--- src/rtl/ccd_seq_pkg.sv ---
package ccd_seq_pkg;

    typedef enum logic [3:0] {
        S_IDLE,
        S_INTEG,
        S_VMERGE,
        S_VSWAP,
        S_VBACK,
        S_VCLOSE,
        S_HPUSH,
        S_HDROP,
        S_DONE
    } seq_state_t;

    typedef struct packed {
        logic v1;
        logic v2;
        logic h1;
        logic h2;
        logic rg;
        logic pix;
        logic done;
    } clk_lines_t;

endpackage

--- src/rtl/ccd_dwell_timer.sv ---
module ccd_dwell_timer #(
    parameter int TW = 24
) (
    input  logic          clk,
    input  logic          rst,
    input  logic          restart,
    input  logic [TW-1:0] limit,
    output logic [TW-1:0] count,
    output logic          expired
);

    always_ff @(posedge clk) begin
        if (rst || restart) begin
            count <= '0;
        end else begin
            count <= count + 1'b1;
        end
    end

    assign expired = (count == limit);

    AST_TIMER_BOUNDED: assert property (@(posedge clk) disable iff (rst)
        count <= limit);

endmodule

--- src/rtl/ccd_line_counters.sv ---
module ccd_line_counters #(
    parameter int ROW_W = 12,
    parameter int COL_W = 12
) (
    input  logic             clk,
    input  logic             rst,
    input  logic             load,
    input  logic [ROW_W-1:0] rows_in,
    input  logic [COL_W-1:0] cols_in,
    input  logic             col_reload,
    input  logic             col_dec,
    input  logic             row_dec,
    output logic             rows_none,
    output logic             row_last,
    output logic             cols_none,
    output logic             col_last
);

    logic [ROW_W-1:0] rows_left;
    logic [COL_W-1:0] cols_cfg;
    logic [COL_W-1:0] cols_left;

    always_ff @(posedge clk) begin
        if (rst) begin
            rows_left <= '0;
            cols_cfg  <= '0;
            cols_left <= '0;
        end else if (load) begin
            rows_left <= rows_in;
            cols_cfg  <= cols_in;
            cols_left <= cols_in;
        end else begin
            if (row_dec) begin
                rows_left <= rows_left - 1'b1;
            end
            if (col_reload) begin
                cols_left <= cols_cfg;
            end else if (col_dec) begin
                cols_left <= cols_left - 1'b1;
            end
        end
    end

    assign rows_none = (rows_left == '0);
    assign row_last  = (rows_left == ROW_W'(1));
    assign cols_none = (cols_cfg == '0);
    assign col_last  = (cols_left == COL_W'(1));

    AST_ROW_NO_WRAP: assert property (@(posedge clk) disable iff (rst)
        row_dec |-> !rows_none);
    AST_COL_NO_WRAP: assert property (@(posedge clk) disable iff (rst)
        col_dec |-> (cols_left != '0));

endmodule

--- src/rtl/ccd_seq_fsm.sv ---
module ccd_seq_fsm
    import ccd_seq_pkg::*;
#(
    parameter int EXP_W   = 24,
    parameter int DWELL_W = 8,
    parameter int TW      = 24
) (
    input  logic               clk,
    input  logic               rst,
    input  logic               start,
    input  logic [EXP_W-1:0]   exposure,
    input  logic [DWELL_W-1:0] v_dwell,
    input  logic [DWELL_W-1:0] h_dwell,
    input  logic [DWELL_W-1:0] rg_width,
    input  logic [TW-1:0]      t_count,
    input  logic               t_expired,
    input  logic               rows_none,
    input  logic               row_last,
    input  logic               cols_none,
    input  logic               col_last,
    output logic [TW-1:0]      t_limit,
    output logic               t_restart,
    output logic               cnt_load,
    output logic               col_reload,
    output logic               col_dec,
    output logic               row_dec,
    output clk_lines_t         lines
);

    seq_state_t         state;
    seq_state_t         state_nx;
    logic [EXP_W-1:0]   exp_q;
    logic [DWELL_W-1:0] vd_q;
    logic [DWELL_W-1:0] hd_q;
    logic [DWELL_W-1:0] rgw_q;

    // state register and captured configuration
    always_ff @(posedge clk) begin
        if (rst) begin
            state <= S_IDLE;
            exp_q <= '0;
            vd_q  <= '0;
            hd_q  <= '0;
            rgw_q <= '0;
        end else begin
            state <= state_nx;
            if (cnt_load) begin
                exp_q <= exposure;
                vd_q  <= v_dwell;
                hd_q  <= h_dwell;
                rgw_q <= rg_width;
            end
        end
    end

    // timer limit for the running step
    always_comb begin
        unique case (state)
            S_INTEG:                               t_limit = TW'(exp_q);
            S_VMERGE, S_VSWAP, S_VBACK, S_VCLOSE:  t_limit = TW'(vd_q);
            S_HPUSH, S_HDROP:                      t_limit = TW'(hd_q);
            default:                               t_limit = '0;
        endcase
    end

    // next state and counter strobes
    always_comb begin
        state_nx   = state;
        cnt_load   = 1'b0;
        col_reload = 1'b0;
        col_dec    = 1'b0;
        row_dec    = 1'b0;
        unique case (state)
            S_IDLE: begin
                if (start) begin
                    state_nx = S_INTEG;
                    cnt_load = 1'b1;
                end
            end
            S_INTEG: begin
                if (t_expired) begin
                    state_nx = rows_none ? S_DONE : S_VMERGE;
                end
            end
            S_VMERGE: if (t_expired) state_nx = S_VSWAP;
            S_VSWAP:  if (t_expired) state_nx = S_VBACK;
            S_VBACK:  if (t_expired) state_nx = S_VCLOSE;
            S_VCLOSE: begin
                if (t_expired) begin
                    if (cols_none) begin
                        row_dec  = 1'b1;
                        state_nx = row_last ? S_DONE : S_VMERGE;
                    end else begin
                        col_reload = 1'b1;
                        state_nx   = S_HPUSH;
                    end
                end
            end
            S_HPUSH: if (t_expired) state_nx = S_HDROP;
            S_HDROP: begin
                if (t_expired) begin
                    col_dec = 1'b1;
                    if (col_last) begin
                        row_dec  = 1'b1;
                        state_nx = row_last ? S_DONE : S_VMERGE;
                    end else begin
                        state_nx = S_HPUSH;
                    end
                end
            end
            S_DONE:  state_nx = S_IDLE;
            default: state_nx = S_IDLE;
        endcase
    end

    assign t_restart = t_expired || (state == S_IDLE) || (state == S_DONE);

    // clock line levels decoded from the state register
    always_comb begin
        lines    = '0;
        lines.h1 = 1'b1;
        unique case (state)
            S_VMERGE: lines.v1 = 1'b1;
            S_VSWAP:  lines.v2 = 1'b1;
            S_VBACK:  lines.v1 = 1'b1;
            S_HPUSH: begin
                lines.h1 = 1'b0;
                lines.h2 = 1'b1;
                lines.rg = (t_count < TW'(rgw_q)) && (t_count < TW'(hd_q));
            end
            S_HDROP: lines.pix  = (t_count == '0);
            S_DONE:  lines.done = 1'b1;
            default: ;
        endcase
    end

    AST_H_EXCLUSIVE: assert property (@(posedge clk) disable iff (rst)
        !(lines.h1 && lines.h2));
    AST_V_HOLDS_H: assert property (@(posedge clk) disable iff (rst)
        (lines.v1 || lines.v2) |-> (lines.h1 && !lines.h2));
    AST_V_NEVER_BOTH: assert property (@(posedge clk) disable iff (rst)
        !(lines.v1 && lines.v2));
    AST_PIX_AFTER_H2_FALL: assert property (@(posedge clk) disable iff (rst)
        lines.pix |-> ($past(lines.h2) && !lines.h2));
    AST_RG_CLEAR_OF_FALL: assert property (@(posedge clk) disable iff (rst)
        $fell(lines.h2) |-> (!$past(lines.rg) && !lines.rg));
    AST_DONE_ONE_CYCLE: assert property (@(posedge clk) disable iff (rst)
        lines.done |=> (!lines.done && state == S_IDLE));
    AST_NO_RESTART_BUSY: assert property (@(posedge clk) disable iff (rst)
        (state != S_IDLE && state != S_INTEG) |=> (state != S_INTEG));

endmodule

--- src/rtl/ccd_clock_sequencer.sv ---
module ccd_clock_sequencer
    import ccd_seq_pkg::*;
#(
    parameter int EXP_W   = 24,
    parameter int ROW_W   = 12,
    parameter int COL_W   = 12,
    parameter int DWELL_W = 8
) (
    input  logic               clk,
    input  logic               rst,
    input  logic               start,
    input  logic [EXP_W-1:0]   exposure,
    input  logic [ROW_W-1:0]   n_rows,
    input  logic [COL_W-1:0]   n_cols,
    input  logic [DWELL_W-1:0] v_dwell,
    input  logic [DWELL_W-1:0] h_dwell,
    input  logic [DWELL_W-1:0] rg_width,
    output logic               v1,
    output logic               v2,
    output logic               h1,
    output logic               h2,
    output logic               rg,
    output logic               pix_valid,
    output logic               frame_done
);

    localparam int TW = (EXP_W > DWELL_W) ? EXP_W : DWELL_W;

    logic [TW-1:0] t_limit;
    logic [TW-1:0] t_count;
    logic          t_expired;
    logic          t_restart;
    logic          cnt_load;
    logic          col_reload;
    logic          col_dec;
    logic          row_dec;
    logic          rows_none;
    logic          row_last;
    logic          cols_none;
    logic          col_last;
    clk_lines_t    lines;

    ccd_dwell_timer #(.TW(TW)) u_timer (
        .clk     (clk),
        .rst     (rst),
        .restart (t_restart),
        .limit   (t_limit),
        .count   (t_count),
        .expired (t_expired)
    );

    ccd_line_counters #(.ROW_W(ROW_W), .COL_W(COL_W)) u_counters (
        .clk        (clk),
        .rst        (rst),
        .load       (cnt_load),
        .rows_in    (n_rows),
        .cols_in    (n_cols),
        .col_reload (col_reload),
        .col_dec    (col_dec),
        .row_dec    (row_dec),
        .rows_none  (rows_none),
        .row_last   (row_last),
        .cols_none  (cols_none),
        .col_last   (col_last)
    );

    ccd_seq_fsm #(.EXP_W(EXP_W), .DWELL_W(DWELL_W), .TW(TW)) u_fsm (
        .clk        (clk),
        .rst        (rst),
        .start      (start),
        .exposure   (exposure),
        .v_dwell    (v_dwell),
        .h_dwell    (h_dwell),
        .rg_width   (rg_width),
        .t_count    (t_count),
        .t_expired  (t_expired),
        .rows_none  (rows_none),
        .row_last   (row_last),
        .cols_none  (cols_none),
        .col_last   (col_last),
        .t_limit    (t_limit),
        .t_restart  (t_restart),
        .cnt_load   (cnt_load),
        .col_reload (col_reload),
        .col_dec    (col_dec),
        .row_dec    (row_dec),
        .lines      (lines)
    );

    assign v1         = lines.v1;
    assign v2         = lines.v2;
    assign h1         = lines.h1;
    assign h2         = lines.h2;
    assign rg         = lines.rg;
    assign pix_valid  = lines.pix;
    assign frame_done = lines.done;

endmodule

--- config.mk ---
export PLATFORM = sky130hd
export DESIGN_NAME = ccd_clock_sequencer
export DESIGN_NICKNAME = d
export VERILOG_FILES = /design/src/rtl/ccd_seq_pkg.sv /design/src/rtl/ccd_dwell_timer.sv /design/src/rtl/ccd_line_counters.sv /design/src/rtl/ccd_seq_fsm.sv /design/src/rtl/ccd_clock_sequencer.sv
export SDC_FILE = /design/constraint.sdc
export NUM_CORES = 1
export LEC_CHECK = 0
export BUFFER_PORTS_ARGS = -buffer_cell sky130_fd_sc_hd__buf_2
export CORE_UTILIZATION = 55
export CTS_CLUSTER_SIZE = 20
export DETAILED_ROUTE_END_ITERATION = 6
export PLACE_DENSITY = 0.76
export SYNTH_ARGS = -nofsm -noshare
export SYNTH_HDL_FRONTEND = slang
export SYNTH_SLANG_ARGS = --single-unit
--- constraint.sdc ---
create_clock -name clk -period 9.51 [get_ports clk]
set_input_delay 0.4755 -clock clk [delete_from_list [all_inputs] [get_ports clk]]
set_output_delay 0.4755 -clock clk [all_outputs]
set_load 0.005 [all_outputs]
==> run metrics <==
n_diodes=0; CTS tree=built; Post-Layout Cell Count=1,001; die width=108 um; Post-Syn Nets=908; Crit. End Element=flop; RSZ-0062 raised after global routing=no; Leak=2.60 nW; port buffer count=81; number of detailed-route iterations in the first pass=5; Period Utilization, post-route=0.506; Clock Sinks=112; Async S/R FF share, synth=0; Hold Path Stages=3; Nets=951; fin crit period=4820 ps; Crit path depth=8; Data arrival, critical path=5070 ps; post-route ant nets=0; dpl cells=985; Max Clock Freq=208 MHz; Routed WL=15,700 um; TritonCTS Buffers=9; layout cell share with drive strength beyond 1=0.134; GRT overflow=0; routed via count=6,007; largest net degree at the start of global routing=90; Post-Syn Area=6180 um2; Die Area=11,700 um2; Layout Skew=13.3 ps; drt drc=0; Startpoint Class=flop; worst-path maximum fanout=25; area grow syn2layout=10.1%; Power per Cell Area=251 nW/um2; Clock Path Buffers=2; CTS resizes=0; max-slew violation count=0; clock transition at the registers of the reported paths=110 ps; synth warn=0; WP data required=9770 ps; slowest stage cell, crit path=nor4b_4; Syn Area/Cell=7.61 um2; post-CTS setup buffers=0; wire per inst=15.7 um; Post-Synthesis Cells=813; worst IR drop on VDD=0.150 mV; Via density=6.00; Ports=82; number of global-route vias before repair=5,557; clk_lat worst skew=400 ps; slew margin rel.=0.250; sequential area share after synthesis=0.363; GPL Wtd Cong=0.880; Tot GR Track Use=0.281; initial antenna violation count=0; EDFF count, synth=0; post-detail-place hpwl=11,200 um; WP buf/inv=0; Worst Tran Pin Value=1120 ps; H-tree Lvls=3; Yosys reg bits=112; final hold viol count=0; Synth Flop Type=dfxtp_1; post-synthesis cell type count=60; DRT iter0 DRCs=362; Die Ht=108 um; critical setup path kind=reg2reg; critical path's top delay family=simple AND/OR/NAND/NOR gates; core area=10,900 um2; first-pass GRT wire length=26,000 um; Starting Density=0.568; Hold/Removal Path Class=in2reg; hold buffer count at CTS=0; final setup TNS=0 ps; slowest cell delay on critical path=980 ps; maxcap violations=0; root buf cell=clkbuf_8; Cell Chain, Critical Path=nor4b_4, nand2_1, xnor2_1, or3_1, or4_1, nor2_1, or3_1, nor2_1; status=complete, no violations; final setup fails=0; reg2reg path depth=8; Site Rows=38
final cells by class:
class,count,area [um2]
multi-input combinational,619,3610
clock buffer,10,128
inverter,29,109
timing repair buffer,85,435
fill,994,4080
sequential,112,2240
clock inverter,6,115
tap,140,175
cell usage after synthesis, drive strengths merged, types with 4 or more instances:
| master | number | share of area |
|---|---|---|
| nand2 | 158 | 0.096 |
| dfxtp | 112 | 0.36 |
| a21oi | 82 | 0.066 |
| nor2 | 76 | 0.046 |
| clkbuf | 33 | 0.020 |
| inv | 29 | 0.018 |
| nand3 | 23 | 0.019 |
| nand4 | 23 | 0.023 |
| buf | 20 | 0.017 |
| ha | 20 | 0.040 |
| xnor2 | 20 | 0.028 |
| xor2 | 20 | 0.030 |
| nor4 | 18 | 0.018 |
| and3 | 16 | 0.016 |
| nor3 | 16 | 0.013 |
| o21ai | 13 | 0.011 |
| a211oi | 11 | 0.013 |
| a31oi | 10 | 0.010 |
| a311oi | 7 | 0.0099 |
| or3 | 7 | 0.0071 |
| o211ai | 6 | 0.0073 |
| a211o | 5 | 0.0071 |
| a21o | 5 | 0.0061 |
| mux2i | 5 | 0.0081 |
| nand2b | 5 | 0.0051 |
| nand3b | 5 | 0.0061 |
| o22ai | 5 | 0.0051 |
| o311a | 5 | 0.0081 |
| a2111oi | 4 | 0.0061 |
| a21boi | 4 | 0.0049 |
| a22oi | 4 | 0.0049 |
| a31o | 4 | 0.0057 |
| nand4bb | 4 | 0.0073 |
| nor3b | 4 | 0.0049 |
| o31ai | 4 | 0.0071 |
| or2 | 4 | 0.0040 |
| or4 | 4 | 0.0049 |
routing by layer:
layer / vias up / track usage / routed length, um
met4: 0 / 0.0744 / 171
met2: 162 / 0.490 / 8000
met5: - / 0 / 0
met1: 2876 / 0.348 / 6810
met3: 16 / 0.0615 / 760
li1: 2953 / - / -
per-stage QoR:
step / area [um2] / hold slack (ps) / setup WS, ps / total power (W) / util
floorplan: 6180 / 435 / 6370 / 0.00120 / -
global placement: 6570 / 450 / 5100 / 0.00134 / 0.603
detailed placement: 6570 / 451 / 4840 / 0.00137 / 0.603
CTS: 6810 / 291 / 4780 / 0.00171 / 0.626
global route: 6810 / 294 / 4210 / 0.00184 / 0.626
finish: 6810 / 300 / 4690 / 0.00171 / 0.626
placed cells by master (no fill, tap or decap), types with 11 or more instances in the layout:
master    instances
inv_1            29
nand4_1          23
buf_2            81
nand3_1          22
and3_1           15
nor4_1           18
nor3_1           16
a211oi_1         11
xor2_1           19
a21oi_1          82
xnor2_1          20
nor2_1           76
nand2_1         158
ha_1             20
o21ai_0          13
dfxtp_1         112
cell families after synthesis:
group           after synthesis  synth area share
flops                       112             0.363
xor+xnor                     40            0.0579
simple gates                376             0.290
mux                           5           0.00809
buf+inv                      82            0.0552
fa+ha+maj                    20            0.0405
compound gates              178             0.186
report_power, final:
group,switching [W],internal (W),total [W]
combinational,0.000459,0.000253,0.000712
sequential,0.000106,0.000552,0.000658
clock,0.000167,0.000176,0.000344
total,0.000732,0.000980,0.00171
state kept, by name, summed over array words and instances, names as in the netlist:
signal,cells
u_fsm.exp_q,24
u_timer.count,24
u_counters.cols_cfg,12
u_counters.cols_left,12
u_counters.rows_left,12
u_fsm.hd_q,8
u_fsm.rgw_q,8
u_fsm.vd_q,8
u_fsm.state,4
worst paths after layout:
kind / start / endpoint / slack, ps
setup / recovery: u_fsm.state[0] / u_timer.count[17] / 4690
hold / removal: n_rows[1] / u_counters.rows_left[1] / 300
setup reg to reg: u_fsm.state[0] / u_timer.count[17] / 4690
hold reg to reg: u_fsm.rgw_q[7] / u_fsm.rgw_q[7] / 460
worst register-to-register path: cells and delay by family (launching register included):
| family | cells | cell delay [ps] |
|---|---|---|
| flops | 1 | 830 |
| simple gates | 7 | 3690 |
| xor+xnor | 1 | 170 |
Note: power is estimated with default switching activity, not from simulation.
